==> src/rtl/gpio_port_pkg.sv <==
package gpio_port_pkg;
  typedef enum logic [1:0] {
    SEL_NONE = 2'd0,
    SEL_DATA = 2'd1,
    SEL_DIR  = 2'd2
  } reg_sel_e;
endpackage

==> src/rtl/gpio_in_sync.sv <==
module gpio_in_sync #(
  parameter int W      = 2,
  parameter int STAGES = 2
) (
  input  logic         clk,
  input  logic         rst,
  input  logic [W-1:0] din,
  output logic [W-1:0] dout
);
  logic [W-1:0] stage_q [STAGES];

  always_ff @(posedge clk) begin
    if (rst) begin
      for (int i = 0; i < STAGES; i++) stage_q[i] <= '0;
    end else begin
      stage_q[0] <= din;
      for (int i = 1; i < STAGES; i++) stage_q[i] <= stage_q[i-1];
    end
  end

  assign dout = stage_q[STAGES-1];
endmodule

==> src/rtl/gpio_regs.sv <==
module gpio_regs #(
  parameter int           W            = 2,
  parameter logic [W-1:0] IN_ONLY_MASK = '0
) (
  input  logic         clk,
  input  logic         rst,
  input  logic         wr_data,
  input  logic         wr_dir,
  input  logic [W-1:0] wdata,
  output logic [W-1:0] latch_q,
  output logic [W-1:0] dir_q
);
  // Output value register: deliberately without reset.
  always_ff @(posedge clk) begin
    if (wr_data) latch_q <= wdata;
  end

  // Direction bits: cleared by reset, input-only positions never set.
  always_ff @(posedge clk) begin
    if (rst)         dir_q <= '0;
    else if (wr_dir) dir_q <= wdata & ~IN_ONLY_MASK;
  end
endmodule

==> src/rtl/gpio_rd_path.sv <==
module gpio_rd_path
  import gpio_port_pkg::*;
#(
  parameter int BUS_W = 8,
  parameter int W     = 2
) (
  input  logic             clk,
  input  logic             rst,
  input  logic             rd_en,
  input  reg_sel_e         sel,
  input  logic [W-1:0]     latch_q,
  input  logic [W-1:0]     dir_q,
  input  logic [W-1:0]     pins,
  output logic [BUS_W-1:0] rdata
);
  logic [W-1:0]     port_view;
  logic [BUS_W-1:0] rd_next;

  // Per bit: output mode shows the latch, input mode shows the pin.
  assign port_view = (latch_q & dir_q) | (pins & ~dir_q);

  always_comb begin
    rd_next = '0;
    case (sel)
      SEL_DATA: rd_next[W-1:0] = port_view;
      SEL_DIR:  rd_next[W-1:0] = dir_q;
      default:  rd_next = '0;
    endcase
  end

  always_ff @(posedge clk) begin
    if (rst)        rdata <= '0;
    else if (rd_en) rdata <= rd_next;
  end
endmodule

==> src/rtl/gpio_port.sv <==
module gpio_port
  import gpio_port_pkg::*;
#(
  parameter int                BUS_W        = 8,
  parameter int                ADDR_W       = 8,
  parameter int                PORT_W       = 2,
  parameter logic [ADDR_W-1:0] DATA_ADDR    = 8'h03,
  parameter logic [ADDR_W-1:0] DIR_ADDR     = 8'h07,
  parameter int                CAP_BIT      = 1,
  parameter logic [PORT_W-1:0] IN_ONLY_MASK = 2'b10,
  parameter int                SYNC_STAGES  = 2
) (
  input  logic              clk,
  input  logic              rst,
  input  logic [ADDR_W-1:0] bus_addr,
  input  logic              bus_wr,
  input  logic [BUS_W-1:0]  bus_wdata,
  input  logic              bus_rd,
  output logic [BUS_W-1:0]  bus_rdata,
  input  logic [PORT_W-1:0] pad_in,
  output logic [PORT_W-1:0] pad_out,
  output logic [PORT_W-1:0] pad_oe,
  output logic              cap_out
);
  reg_sel_e          sel;
  logic [PORT_W-1:0] latch_q;
  logic [PORT_W-1:0] dir_q;
  logic [PORT_W-1:0] pins_sync;

  always_comb begin
    if (bus_addr == DATA_ADDR)     sel = SEL_DATA;
    else if (bus_addr == DIR_ADDR) sel = SEL_DIR;
    else                           sel = SEL_NONE;
  end

  generate
    if (PORT_W < BUS_W) begin : g_wide_bus
      logic unused_wdata_hi;
      assign unused_wdata_hi = ^bus_wdata[BUS_W-1:PORT_W];
    end
  endgenerate

  gpio_in_sync #(.W(PORT_W), .STAGES(SYNC_STAGES)) u_sync (
    .clk (clk),
    .rst (rst),
    .din (pad_in),
    .dout(pins_sync)
  );

  gpio_regs #(.W(PORT_W), .IN_ONLY_MASK(IN_ONLY_MASK)) u_regs (
    .clk    (clk),
    .rst    (rst),
    .wr_data(bus_wr && (sel == SEL_DATA)),
    .wr_dir (bus_wr && (sel == SEL_DIR)),
    .wdata  (bus_wdata[PORT_W-1:0]),
    .latch_q(latch_q),
    .dir_q  (dir_q)
  );

  gpio_rd_path #(.BUS_W(BUS_W), .W(PORT_W)) u_rd (
    .clk    (clk),
    .rst    (rst),
    .rd_en  (bus_rd),
    .sel    (sel),
    .latch_q(latch_q),
    .dir_q  (dir_q),
    .pins   (pins_sync),
    .rdata  (bus_rdata)
  );

  assign pad_out = latch_q;
  assign pad_oe  = dir_q;
  assign cap_out = pins_sync[CAP_BIT];
endmodule

==> config.mk <==
export PLATFORM = sky130hd
export DESIGN_NAME = gpio_port
export DESIGN_NICKNAME = d
export VERILOG_FILES = /design/src/rtl/gpio_port_pkg.sv /design/src/rtl/gpio_in_sync.sv /design/src/rtl/gpio_regs.sv /design/src/rtl/gpio_rd_path.sv /design/src/rtl/gpio_port.sv
export SDC_FILE = /design/constraint.sdc
export NUM_CORES = 1
export LEC_CHECK = 0
export BUFFER_PORTS_ARGS = -buffer_cell sky130_fd_sc_hd__buf_2
export CAP_MARGIN = 20
export CORE_AREA = 2 2 39 41
export DETAILED_ROUTE_END_ITERATION = 10
export DIE_AREA = 0 0 41 43
export PLACE_DENSITY = 0.72
export REMOVE_ABC_BUFFERS = 1
export SYNTH_ARGS = -nofsm -noshare
export SYNTH_HDL_FRONTEND = slang
export SYNTH_HIERARCHICAL = 1
export SYNTH_SLANG_ARGS = --single-unit
==> constraint.sdc <==
create_clock -name clk -period 2.9 [get_ports clk]
set_input_delay 0.29 -clock clk [delete_from_list [all_inputs] [get_ports clk]]
set_output_delay 0.29 -clock clk [all_outputs]
set_load 0.01 [all_outputs]
==> flow_summary.ini, run 1 <==
[timing]
finalMaxSlewViolations = 0
fin_worst_skew_ns = 0.00499
finalSetupTns_ns = 0
setup_viol = 0
period_minus_slack_ns = 1.83
hold_violations = 0
fin_crit_sh = 0.631
fmax_mhz = 546
fin_ws_ns = 1.07
grt_setup_unrepaired = no

[yosys]
synth-seq-cells = 9
synth.distinct_cells = 20
ys_seq_area_frac = 0.423
netlist_instances = 49
synth.cell_area_um2 = 473
yosysWarnings = 6
avgSynthCellArea_um2 = 9.65

[cts]
cts_tree = built
clkTransAtPathRegs_ns = 0.06
cts_root_buffer = clkbuf_4
hold_buffers = 0
h-tree-depth = 1
cts_sinks = 9
cts_setup_buffers = 0
ctsResizeCount = 0
insertion_delay_ns = 0.26
cts_made_buffers = 3
cts_buffer_depth = 2

[final_layout]
syn2layout_area_growth_pct = 21.7
instances_no_fill = 86
final_cell_mix = buf_2 (21), conb_1 (7), dfxtp_1 (7)
antennaDiodeCount = 0
fin_nets = 95
layout-drive-gt1-share = 0.386
mostFrequentLayoutCell = buf_2
final_area_um2 = 576

[worst_hold_path]
hold_path.class = in -> reg

[global_routing]
grt_overflow = 0
grtUsageMet2 = 0.150
grt_use_met3 = 0.0942
grt_start_max_net_pins = 8
use_met1 = 0.0990
grtUsageTotal = 0.107
busiest_layer = met2
antenna_found_initial = 0
grt_pass1_wl_mm = 1.20
first_global_vias = 346

[floorplanning]
initial_core_util = 0.342
rows = 14
die_height_um = 43
dieArea_um2 = 1760
io_pins = 35
core-area_um2 = 1380
die_w_um = 41

[place]
placed_cell_area_um2 = 549
port-buffer-count = 21
dpl.cell_count = 82
globalplace.congestion = 0.667
hpwl_um = 675
post-place-ws_ns = 0.798

[routing]
routed_via_density = 4.34
ant_nets = 0
vias = 373
drtIter0Drc = 6
drc = 0
wl_um = 798
drtPass1Iterations = 2
drt-wirelength-per-cell_um = 9.28

[pwr]
p_leak_nw = 0.265
total_power_w = 0.000250
ir_worst_vdd_v = 0.000290
power_density_nw_per_um2 = 434

[critical_path]
start_kind = input port
worstSetupEndpointType = flip-flop
ff2ff_setup_slack_ns = 1.92
path_cells = buf_2 -> or4_4 -> nor3_1 -> inv_1 -> ha_1 -> nor2b_2 -> a32oi_1 -> a21oi_1
critical_path.slowest_cell = or4_4
worstPathRequired_ns = 3.09
critPathMaxStageDelay_ns = 0.55
crit_fanout = 4
critical_path_arrival_ns = 2.02
crit_type = in -> reg

[outcome]
status = finished, final reports clean

[flow_run]
max_cap_viol_count = 0
## logic make-up after synthesis
family | share of synthesized area
buffers and inverters | 0.175
other | 0.0159
DFF | 0.423
AOI/OAI and AO/OA | 0.0582
and+or+nand+nor | 0.206
muxes | 0.0688
adders and majority gates | 0.0529
## synth_stat cells
master | n | area [µm²]
nor2_1 | 1 | 3.75
mux2_1 | 2 | 22.5
conb_1 | 2 | 7.51
a21oi_1 | 2 | 10.0
or4_4 | 1 | 11.3
nor4_1 | 2 | 12.5
a32oi_1 | 2 | 17.5
nor2b_2 | 1 | 8.76
nand3_1 | 2 | 10.0
nor2b_1 | 4 | 25.0
ha_1 | 2 | 25.0
buf_4 | 9 | 67.6
inv_1 | 4 | 15.0
edfxtp_1 | 2 | 60.1
nor3_1 | 2 | 10.0
mux2i_1 | 1 | 10.0
nand2b_1 | 1 | 6.26
or2_2 | 1 | 6.26
nand2_1 | 1 | 3.75
dfxtp_1 | 7 | 140
## stage by stage
| step | hold WS (ns) | util |
|---|---|---|
| after floorplan | 0.359 | - |
| after global placement | 0.426 | 0.397 |
| after detailed placement | 0.423 | 0.397 |
| after CTS | 0.209 | 0.416 |
| after global routing | 0.204 | 0.416 |
| final | 0.217 | 0.416 |
## critical path, delay by kind of cell
family | cells | cell delay, ns
AOI/OAI and AO/OA | 2 | 0.24
adders and majority gates | 1 | 0.31
and+or+nand+nor | 3 | 1.02
buffers and inverters | 2 | 0.17
## registers in the layout, summed over array words and instances, names as in the netlist
name / count
u_rd/rdata: 2
u_regs/dir_q: 1
u_sync/stage_q: 4
u_regs/latch_q: 2
## final cells by class
class	count	area, µm²
repair buffers	21	105
multi-input cells	32	209
well taps	16	20.0
fillers	139	808
inverters	4	15.0
flip-flops and latches	9	200
clock buffers	4	26.3
## power by group
part	leakage, nW	switching, W	internal [W]
logic	0.175	0.0000128	0.0000117
clock network	0.0150	0.0000410	0.0000529
registers	0.0752	0.000000604	0.000131
total	0.265	0.0000544	0.000195
## path summary, 6_finish.rpt
check                       start  cells after the start                    to
max                   bus_addr[5]                      8         u_rd/rdata[0]
min                  bus_wdata[1]                      1     u_regs/latch_q[1]
max reg2reg       u_regs/dir_q[0]                      3         u_rd/rdata[0]
min reg2reg  u_sync/stage_q[0][0]                      1  u_sync/stage_q[0][2]
## per-layer routing
layer | share of wire | wire length, µm
met5 | 0 | 0
met4 | 0.024 | 19
met3 | 0.11 | 89
met2 | 0.45 | 362
met1 | 0.41 | 326
Power figures use the tool's default switching activity.
==> run 2, diff against run 1 <==
- ABC_AREA: not set -> 1
- CORE_AREA: 2 2 39 41 -> not set
- CORE_MARGIN: not set -> 1.5
- CORE_UTILIZATION: not set -> 40
- DIE_AREA: 0 0 41 43 -> not set
- PLACE_DENSITY: 0.72 -> 0.76
- clock period: 2.9 -> 1.8 ns (I/O delays scaled with it)
==> flow_summary.ini, run 2 <==
[timing]
hold_ws_ns = 0.0954
fmax_mhz = 866
setup_viol = 0
grt_setup_unrepaired = no
finalSetupTns_ns = 0
period_minus_slack_ns = 1.15
fin_worst_skew_ns = 0.00360
fin_crit_sh = 0.641
hold_violations = 0
finalMaxSlewViolations = 0

[critical_path]
worstSetupEndpointType = flip-flop
crit_fanout = 2
critical_path_arrival_ns = 1.35
crit_type = in -> reg
crit_start = bus_addr[4]
ff2ff_setup_slack_ns = 0.93
worstReg2RegStart = u_regs/dir_q[0]
start_kind = input port
worstPathRequired_ns = 2.00
r2r_cells = 6
worstReg2RegEnd = u_rd/rdata[0]
critPathCapture = u_rd/rdata[0]

[final_layout]
reg_top3 = u_sync/stage_q (4), u_rd/rdata (2), u_regs/latch_q (2)
fin_nets = 129
layout-drive-gt1-share = 0.298
syn2layout_area_growth_pct = 18.0
top_register = u_sync/stage_q
seq_area_um2 = 200
antennaDiodeCount = 0
final_cell_mix = inv_1 (21), nand2_1 (21), buf_2 (21)
largest_reg_flops = 4
finish.utilization = 0.511
multi_input_area_um2 = 224
fillers = 134

[floorplanning]
core-area_um2 = 1300
initial_core_util = 0.433
die_w_um = 40.5
dieArea_um2 = 1640
rows = 13
die_height_um = 40.5
io_pins = 35

[pwr]
power_density_nw_per_um2 = 622
switching_share = 0.238
p_leak_nw = 0.398
power.switching_w = 0.0000982
seqPwrFrac = 0.513
ir_worst_vdd_v = 0.000271
pwr-share-clk = 0.375
pwr-share-comb = 0.112
total_power_w = 0.000413
p_int_w = 0.000315

[cts]
cts_sinks = 9
cts_tree = built
cts_buffer_depth = 2
clkTransAtPathRegs_ns = 0.06
hold_buffers = 0
ctsResizeCount = 0
cts_made_buffers = 3
h-tree-depth = 1
cts_root_buffer = clkbuf_4
insertion_delay_ns = 0.26
cts_setup_buffers = 0

[yosys]
synth.distinct_cells = 14
ys_seq_area_frac = 0.356
synth-seq-cells = 9
async_flop_share = 0
yosysWarnings = 6
ys_top_cells_by_area = dfxtp_1 (25%), inv_1 (14%), nand2_1 (14%)
avgSynthCellArea_um2 = 6.78
synth_flop_cell = dfxtp_1
netlist_instances = 83
yosys-top-cells-count = inv_1 (21), nand2_1 (21), buf_4 (9), nor2_1 (9), dfxtp_1 (7)
synth_edf_count = 2
netlist.area_leader.share = 0.249
synth.cell_area_um2 = 563
yosys.area.top_type = dfxtp_1

[global_routing]
grtUsageTotal = 0.138
grt_pass1_wl_mm = 1.41
grt_start_max_net_pins = 8
antenna_found_initial = 0
first_global_vias = 393
grt_overflow = 0

[flow_run]
max_cap_viol_count = 0

[place]
port-buffer-count = 21
hpwl_um = 745
globalplace.congestion = 0.752

[routing]
vias = 483
ant_nets = 0
routed_via_density = 4.06
drtIter0Drc = 3
drtPass1Iterations = 4
drc = 0
wl_um = 871
drt-wirelength-per-cell_um = 7.32

[worst_hold_path]
hold_path.class = in -> reg

[outcome]
status = finished, final reports clean
run 2: cell count changes after synthesis, moves of 4 or more:
cell	change
nor2_1	+8
nand2_1	+20
nor2b_1	-4
inv_1	+17
run 2: cell type report:
cell class,count,share of cell area
Tap cell,15,0.0282
Clock buffer,4,0.0395
Multi-Input combinational cell,46,0.337
Inverter,24,0.136
Sequential cell,9,0.301
Timing Repair Buffer,21,0.158
run 2: stage by stage:
step                      setup slack [ns]  cell area (µm²)  cells
after floorplan                      0.582              514     79
after global placement               0.415              638    115
after detailed placement             0.375              638    115
after CTS                            0.651              664    119
after global routing                 0.567              664    119
final                                0.645              664    119
run 2: cells by family after synthesis:
group	after synthesis	share of synthesized area
DFF	9	0.356
adders and majority gates	2	0.0444
and+or+nand+nor	35	0.276
other	2	0.0133
buffers and inverters	33	0.280
AOI/OAI and AO/OA	2	0.0311
run 2: power groups by stage:
| stage | logic, W | clock network [W] | registers, W |
|---|---|---|---|
| floorplan | 0.0000244 | 0 | 0.000217 |
| global placement | 0.0000446 | 0 | 0.000216 |
| detailed placement | 0.0000461 | 0 | 0.000216 |
| CTS | 0.0000462 | 0.000163 | 0.000212 |
| global route | 0.0000542 | 0.000178 | 0.000212 |
| finish | 0.0000461 | 0.000155 | 0.000212 |
run 2: worst min-delay path by stage:
stage,endpoint,start,depth (start not counted),slack (ns)
2_1_floorplan,u_rd/rdata[0],rst,1,0.24
3_3_place_gp,u_regs/latch_q[1],bus_wdata[1],1,0.36
3_5_place_dp,u_regs/latch_q[1],bus_wdata[1],1,0.36
4_1_cts,u_regs/latch_q[1],bus_wdata[1],1,0.09
5_1_grt,u_regs/latch_q[1],bus_wdata[1],1,0.08
6_report,u_regs/latch_q[1],bus_wdata[1],1,0.1
run 2: per-layer routing:
metal	GRT usage	share of wire	vias to the layer above
met4	0.117	0.016	0
met2	0.222	0.52	16
li1	-	-	257
met3	0.0556	0.068	4
met5	0	0	-
met1	0.137	0.40	206
run 2: worst max-delay path: stages:
cell and delay [ns]:
buf_2 0.10, inv_1 0.04, nand2_1 0.06, nor2_2 0.12, nand2_1 0.08, inv_1 0.08
inv_1 0.04, ha_1 0.35, nor2_8 0.13, nand2_1 0.07, a21oi_2 0.10
